## config.mk

```make
export PLATFORM = sky130hd
export DESIGN_NAME = udp_tx_engine
export DESIGN_NICKNAME = d
export VERILOG_FILES = /design/src/rtl/udp_tx_engine.sv
export SDC_FILE = /design/constraint.sdc
export NUM_CORES = 2
export LEC_CHECK = 0
export ABC_AREA = 0
export BUFFER_PORTS_ARGS = -buffer_cell sky130_fd_sc_hd__buf_2
export CAP_MARGIN = 20
export CORE_ASPECT_RATIO = 0.8
export CORE_MARGIN = 10
export CORE_UTILIZATION = 59
export CTS_CLUSTER_SIZE = 24
export DETAILED_ROUTE_END_ITERATION = 8
export HOLD_SLACK_MARGIN = 0.02
export PLACE_DENSITY = 0.85
export SYNTH_ARGS = -nofsm -noshare
export SYNTH_HDL_FRONTEND = slang
export SYNTH_SLANG_ARGS = --single-unit
```

## constraint.sdc

```tcl
create_clock -name clk -period 5.7 [get_ports clk]
set_input_delay 1.14 -clock clk [delete_from_list [all_inputs] [get_ports clk]]
set_output_delay 1.14 -clock clk [all_outputs]
set_load 0.05 [all_outputs]
```

## src/rtl/udp_tx_engine.sv

```systemverilog
module udp_tx_engine #(
  parameter int N_SMP = 16,
  parameter int TTL   = 64
) (
  input  logic        clk,
  input  logic        rst_n,
  input  logic        smp_valid,
  input  logic [7:0]  smp_data,
  output logic        smp_ready,
  input  logic [31:0] ts_in,
  input  logic [31:0] src_ip,
  input  logic [31:0] dst_ip,
  input  logic [15:0] src_port,
  input  logic [15:0] dst_port,
  output logic        tx_valid,
  input  logic        tx_ready,
  output logic [31:0] tx_data,
  output logic        tx_last,
  input  logic        tx_err,
  output logic        drop_pulse,
  output logic        drop_flag
);
  localparam int PAY_W   = N_SMP / 4;
  localparam int HDR_W   = 8;
  localparam int DEPTH   = HDR_W + PAY_W;
  localparam int AW      = $clog2(2 * DEPTH);
  localparam int IW      = $clog2(DEPTH);
  localparam int UDP_LEN = 12 + N_SMP;
  localparam int IP_LEN  = 20 + UDP_LEN;

  typedef enum logic [2:0] {COL, HDR, CK1, CK2, SWAP} fill_t;

  fill_t          st;
  logic           fill_sel, tx_sel;
  logic [1:0]     full;
  logic [1:0]     bcnt;
  logic [IW-1:0]  wcnt, tx_idx;
  logic [2:0]     hidx;
  logic [23:0]    sreg;
  logic [31:0]    ts_q, ip_acc, udp_acc, hword;
  logic [31:0]    mem [2*DEPTH];

  logic           we;
  logic [3:0]     wbe;
  logic [AW-1:0]  waddr, fbase, tbase;
  logic [31:0]    wdata, pword;
  logic [15:0]    ip_ck, udp_raw, udp_ck;
  logic           fire, drop_now;

  function automatic logic [15:0] fold(input logic [31:0] a);
    logic [16:0] s1, s2;
    s1 = {1'b0, a[31:16]} + {1'b0, a[15:0]};
    s2 = {1'b0, s1[15:0]} + {16'h0, s1[16]};
    return s2[15:0];
  endfunction

  assign smp_ready = (st == COL);
  assign fire      = smp_ready && smp_valid;
  assign pword     = {sreg, smp_data};
  assign fbase     = fill_sel ? AW'(DEPTH) : '0;
  assign tbase     = tx_sel   ? AW'(DEPTH) : '0;
  assign ip_ck     = ~fold(ip_acc);
  assign udp_raw   = ~fold(udp_acc);
  assign udp_ck    = (udp_raw == 16'h0) ? 16'hFFFF : udp_raw;

  assign tx_valid  = full[tx_sel];
  assign tx_data   = mem[tbase + AW'(tx_idx)];
  assign tx_last   = tx_valid && (tx_idx == IW'(DEPTH - 1));
  assign drop_now  = tx_valid && tx_err && full[~tx_sel];

  always_comb begin
    case (hidx)
      3'd0:    hword = {8'h45, 8'h00, 16'(IP_LEN)};
      3'd1:    hword = 32'h0000_4000;
      3'd2:    hword = {8'(TTL), 8'd17, 16'h0};
      3'd3:    hword = src_ip;
      3'd4:    hword = dst_ip;
      3'd5:    hword = {src_port, dst_port};
      3'd6:    hword = {16'(UDP_LEN), 16'h0};
      default: hword = ts_q;
    endcase
  end

  always_comb begin
    we = 1'b0; wbe = 4'h0; waddr = '0; wdata = '0;
    case (st)
      COL: if (fire && bcnt == 2'd3) begin
        we = 1'b1; wbe = 4'hF; wdata = pword;
        waddr = fbase + AW'(HDR_W) + AW'(wcnt);
      end
      HDR: begin
        we = 1'b1; wbe = 4'hF; wdata = hword;
        waddr = fbase + AW'(hidx);
      end
      CK1: begin
        we = 1'b1; wbe = 4'h3; wdata = {16'h0, ip_ck};
        waddr = fbase + AW'(2);
      end
      CK2: begin
        we = 1'b1; wbe = 4'h3; wdata = {16'h0, udp_ck};
        waddr = fbase + AW'(6);
      end
      default: ;
    endcase
  end

  always_ff @(posedge clk)
    if (we)
      for (int b = 0; b < 4; b++)
        if (wbe[b]) mem[waddr][8*b +: 8] <= wdata[8*b +: 8];

  always_ff @(posedge clk) begin
    if (!rst_n) begin
      st <= COL; fill_sel <= 1'b0; tx_sel <= 1'b0; full <= 2'b00;
      bcnt <= '0; wcnt <= '0; hidx <= '0; sreg <= '0; ts_q <= '0;
      ip_acc <= '0; udp_acc <= 32'(17 + UDP_LEN);
      tx_idx <= '0; drop_pulse <= 1'b0; drop_flag <= 1'b0;
    end else begin
      drop_pulse <= 1'b0;
      case (st)
        COL: if (fire) begin
          sreg <= {sreg[15:0], smp_data};
          bcnt <= bcnt + 2'd1;
          if (bcnt == 2'd0 && wcnt == '0) ts_q <= ts_in;
          if (bcnt == 2'd3) begin
            udp_acc <= udp_acc + {16'h0, pword[31:16]} + {16'h0, pword[15:0]};
            if (wcnt == IW'(PAY_W - 1)) begin
              st <= HDR; hidx <= '0;
            end else wcnt <= wcnt + 1'b1;
          end
        end
        HDR: begin
          if (hidx < 3'd5) ip_acc <= ip_acc + {16'h0, hword[31:16]} + {16'h0, hword[15:0]};
          if (hidx > 3'd2) udp_acc <= udp_acc + {16'h0, hword[31:16]} + {16'h0, hword[15:0]};
          hidx <= hidx + 3'd1;
          if (hidx == 3'd7) st <= CK1;
        end
        CK1: st <= CK2;
        CK2: begin
          full[fill_sel] <= 1'b1;
          st <= SWAP;
        end
        default: if (!full[~fill_sel]) begin
          fill_sel <= ~fill_sel; st <= COL;
          bcnt <= '0; wcnt <= '0; ip_acc <= '0;
          udp_acc <= 32'(17 + UDP_LEN);
        end
      endcase

      if (tx_valid) begin
        if (drop_now) begin
          full[tx_sel] <= 1'b0; tx_sel <= ~tx_sel; tx_idx <= '0;
          drop_pulse <= 1'b1; drop_flag <= 1'b1;
        end else if (tx_err) begin
          tx_idx <= '0;
        end else if (tx_ready) begin
          if (tx_last) begin
            full[tx_sel] <= 1'b0; tx_sel <= ~tx_sel; tx_idx <= '0;
          end else tx_idx <= tx_idx + 1'b1;
        end
      end
    end
  end

  AST_TX_HOLD: assert property (@(posedge clk) disable iff (!rst_n)
    tx_valid && !tx_ready && !tx_err |=> tx_valid && $stable(tx_data));
  AST_NO_OVERWRITE: assert property (@(posedge clk) disable iff (!rst_n)
    we |-> !full[waddr >= AW'(DEPTH)]);
  AST_READY_FREE: assert property (@(posedge clk) disable iff (!rst_n)
    smp_ready |-> !full[fill_sel]);
  AST_RESTART: assert property (@(posedge clk) disable iff (!rst_n)
    tx_valid && tx_err && !full[~tx_sel] |=> tx_valid && tx_idx == '0 && !drop_pulse);
  AST_DROP_CAUSE: assert property (@(posedge clk) disable iff (!rst_n)
    drop_pulse |-> $past(tx_valid && tx_err));
  AST_STICKY: assert property (@(posedge clk) disable iff (!rst_n)
    drop_flag |=> drop_flag);
endmodule

```

==> impl_metrics.csv <==
group,metric,value,unit
synth,synth_area_leaders,"edfxtp_1 (54%), mux4_2 (12%), dfxtp_1 (6.7%)",
power_and_ir_drop,irDropWorstVdd,0.272,mV
worst_setup_path,crit_path_end,"udp_acc[20]$_SDFFE_PN0P_",
die,io_pins,178,
finish,areaGrowthSynthToFinish,13.4,%
synth,avgSynthCellArea,14.5,µm²
drt,ant_nets,0,
synth,ys_types,94,
clock_network,cts_buffers,87,
synth,yosysSeqAreaShare,61.2,%
sta,slew-limit-headroom,18.2,%
sta,fin_crit,5.44,ns
drt,vias,28962,
clock_network,cts_hold_buf,0,
worst_setup_path,crit_fanout,27,
sta,worst_hold_slack,0.450,ns
clock_network,clock_sinks,910,
synth,async_flop_share,0,%
worst_setup_path,crit_type,"register to register",
global_route,grt_max_degree,82,
synth,yosysWarnings,0,
worst_setup_path,reg2regPathDepth,21,
clock_network,cts_max_level,3,
sta,fin_ws,0.263,ns
drt,drc,0,
die,initial_utilization,59.8,%
worst_setup_path,worstPathArrival,5.93,ns
worst_setup_path,startpoint,"hidx[0]$_SDFFE_PN0P_",
place,io_buffers,177,
sta,skew,0.0474,ns
clock_network,path_clk_slew,0.07,ns
synth,yosys.area.top_type,"edfxtp_1",
drt,first_pass_iters,9,
hold_path,hp-class,"register to register",
worst_setup_path,critPathLaunchType,"register",
clock_network,clock_latency,0.68,ns
sta,timing.final.crit_share,95.4,%
finish,fin_cells,4187,
synth,ys_ff_latch,910,
drt,post_drt_wl_per_cell,31.2,µm
global_route,grt_pass1_wl,193,mm
drt,drt-total-wl,131,mm
synth,synth_nets,3212,
power_and_ir_drop,power_density,278,nW/µm²
drt,drtIter0Drc,4654,
worst_setup_path,r2r-start,"hidx[0]$_SDFFE_PN0P_",
power_and_ir_drop,cellLeakagePower,16.9,nW
place,dp_hpwl,80.8,mm
die,die_x,319,µm
synth,synth_top_area_share,54.5,%
global_route,first_global_vias,29396,
global_route,overflow,0,
worst_setup_path,timing.rr.end,"udp_acc[20]$_SDFFE_PN0P_",
synth,ys.flop_type,"edfxtp_1",
finish,diodes,0,
synth,synthCells,2916,
die,fp-row-count,87,
sta,fmax,184,MHz
worst_setup_path,crit_required,6.20,ns
clock_network,cts-root-buf,"clkbuf_16",
clock_network,cts_tree,"yes",
sta,finalSetupViolCount,0,
die,die_area,82900,µm²
sta,worst_pin_slew,1.23,ns
run_status,status,"finished clean",
finish,drive_gt1_share,22.7,%
finish,nNetsFinal,3479,
global_route,track_usage,31.2,%
place,dpl_worst_slack,0.129,ns
drt,viasPerCell,6.92,
job,max_cap_viol_count,0,
global_route,antenna_found_initial,4,
worst_setup_path,crit_path_end_kind,"register",
place,gp_congestion,1.00,
synth,synth_area,42300,µm²
place,dpl.cell_count,4021,
synth,synth-edff-count,768,
die,core,70800,µm²
die,die_h,260,µm
sta,hold_viol_final,0,
worst_setup_path,reg2reg_slack,0.26,ns
clock_network,cts_max_path_buffers,3,
sta,drv_slew,0,
==> layout by cell type, fill, tap and decap left out, drive strengths merged, types with 101 or more instances in the layout <==
| cell | n |
|---|---|
| edfxtp | 768 |
| buf | 323 |
| nand2 | 250 |
| nor2 | 233 |
| mux4 | 224 |
| a21oi | 180 |
| dfxtp | 142 |
| clkbuf | 118 |
| o21ai | 117 |
| inv | 108 |
| ha | 101 |
==> through the flow <==
step,cell area (µm²),power [W],setup TNS [ns],utilization (%)
floorplan,42300,0.00746,0,-
global placement,45000,0.00757,0,63.6
detailed placement,45000,0.00758,0,63.6
CTS,47900,0.0134,0,67.7
global route,48000,0.0136,-0.0366,67.9
finish,48000,0.0134,0,67.9
==> logic make-up (layout without fill, tap and decap cells) <==
family / count (synthesis) / in the layout / share of synthesized area (%)
DFF: 910 / 910 / 61.2
buffers and inverters: 254 / 591 / 2.30
and+or+nand+nor: 706 / 706 / 7.80
xor gates and xnor gates: 96 / 96 / 1.99
muxes: 270 / 270 / 13.0
adders and majority gates: 155 / 155 / 5.54
AOI/OAI and AO/OA: 525 / 525 / 8.14
==> cell type report <==
class                           count  area [µm²]
Sequential cell                   910       25900
Fill cell                        4486       22700
Multi-Input combinational cell   1752       15600
Clock buffer                      117        2380
Timing Repair Buffer              324        2090
Tap cell                          934        1170
Clock inverter                     42         492
Inverter                          108         407
==> power by group <==
part           internal, W  switching (W)  total (W)
clock              0.00325        0.00267    0.00592
sequential         0.00714      0.0000267    0.00716
combinational     0.000109       0.000175   0.000284
total               0.0105        0.00288     0.0134
==> sequential cells by signal, summed over array words and instances, names as in the netlist <==
signal and cells:
wcnt 4, fill_sel 1, drop_pulse 1, tx_sel 1, hidx 3, bcnt 2, tx_idx 4, full 2
ip_acc 32, st 3, mem 768, drop_flag 1, sreg 24, ts_q 32, udp_acc 32
==> metal layers <==
metal / vias to the layer above / share of wire (%) / global-route usage, %
li1: 11775 / - / -
met1: 14200 / 35 / 40.5
met5: - / 0.0092 / 0
met2: 2458 / 46 / 49.2
met3: 527 / 13 / 8.12
met4: 2 / 5.5 / 14.4
==> critical path: stages (launching register included) <==
cell and delay [ns]:
dfxtp_1 0.41, inv_1 0.12, ha_1 0.23, buf_4 0.17, nor2_1 0.24, nand2_4 0.22
buf_4 0.22, o21ai_0 0.54, fa_1 0.53, inv_1 0.10, ha_1 0.26, a211oi_1 0.37
o211a_1 0.24, o21ai_1 0.14, o21ai_0 0.18, buf_4 0.16, a211oi_1 0.07, buf_4 0.16
o211ai_1 0.29, nor2b_1 0.27, mux2i_1 0.24, a21oi_1 0.10
==> how the worst min path moves through the flow <==
stage | from | endpoint | slack, ns | cells past startpoint
detailed placement | ts_q[10]$_SDFFE_PN0P_ | ts_q[10]$_SDFFE_PN0P_ | 0.45 | 2
finish | ts_q[8]$_SDFFE_PN0P_ | ts_q[8]$_SDFFE_PN0P_ | 0.45 | 2
global route | ts_q[3]$_SDFFE_PN0P_ | ts_q[3]$_SDFFE_PN0P_ | 0.47 | 2
global placement | ts_q[20]$_SDFFE_PN0P_ | ts_q[20]$_SDFFE_PN0P_ | 0.44 | 2
CTS | ts_q[10]$_SDFFE_PN0P_ | ts_q[10]$_SDFFE_PN0P_ | 0.45 | 2
floorplan | ts_q[0]$_SDFFE_PN0P_ | ts_q[0]$_SDFFE_PN0P_ | 0.43 | 2
==> Yosys cell counts, drive strengths merged, types with 18 or more instances <==
library cell / count
clkbuf: 105
nand4: 22
and2: 20
o21ai: 117
xor2: 35
buf: 41
nand3: 49
nor2: 233
ha: 101
nor3: 27
edfxtp: 768
nand2: 250
inv: 107
mux2i: 44
a211oi: 20
a21o: 24
xnor2: 61
dfxtp: 142
a22oi: 24
a21oi: 180
fa: 54
mux4: 224
nand2b: 18
a222oi: 27
==> timing repair <==
action | CTS | global route
gates resized for setup | 0 | 20
setup endpoints to repair | 0 | 396
setup buffers | 0 | 3
No activity file was read; power rests on OpenSTA's default activity.
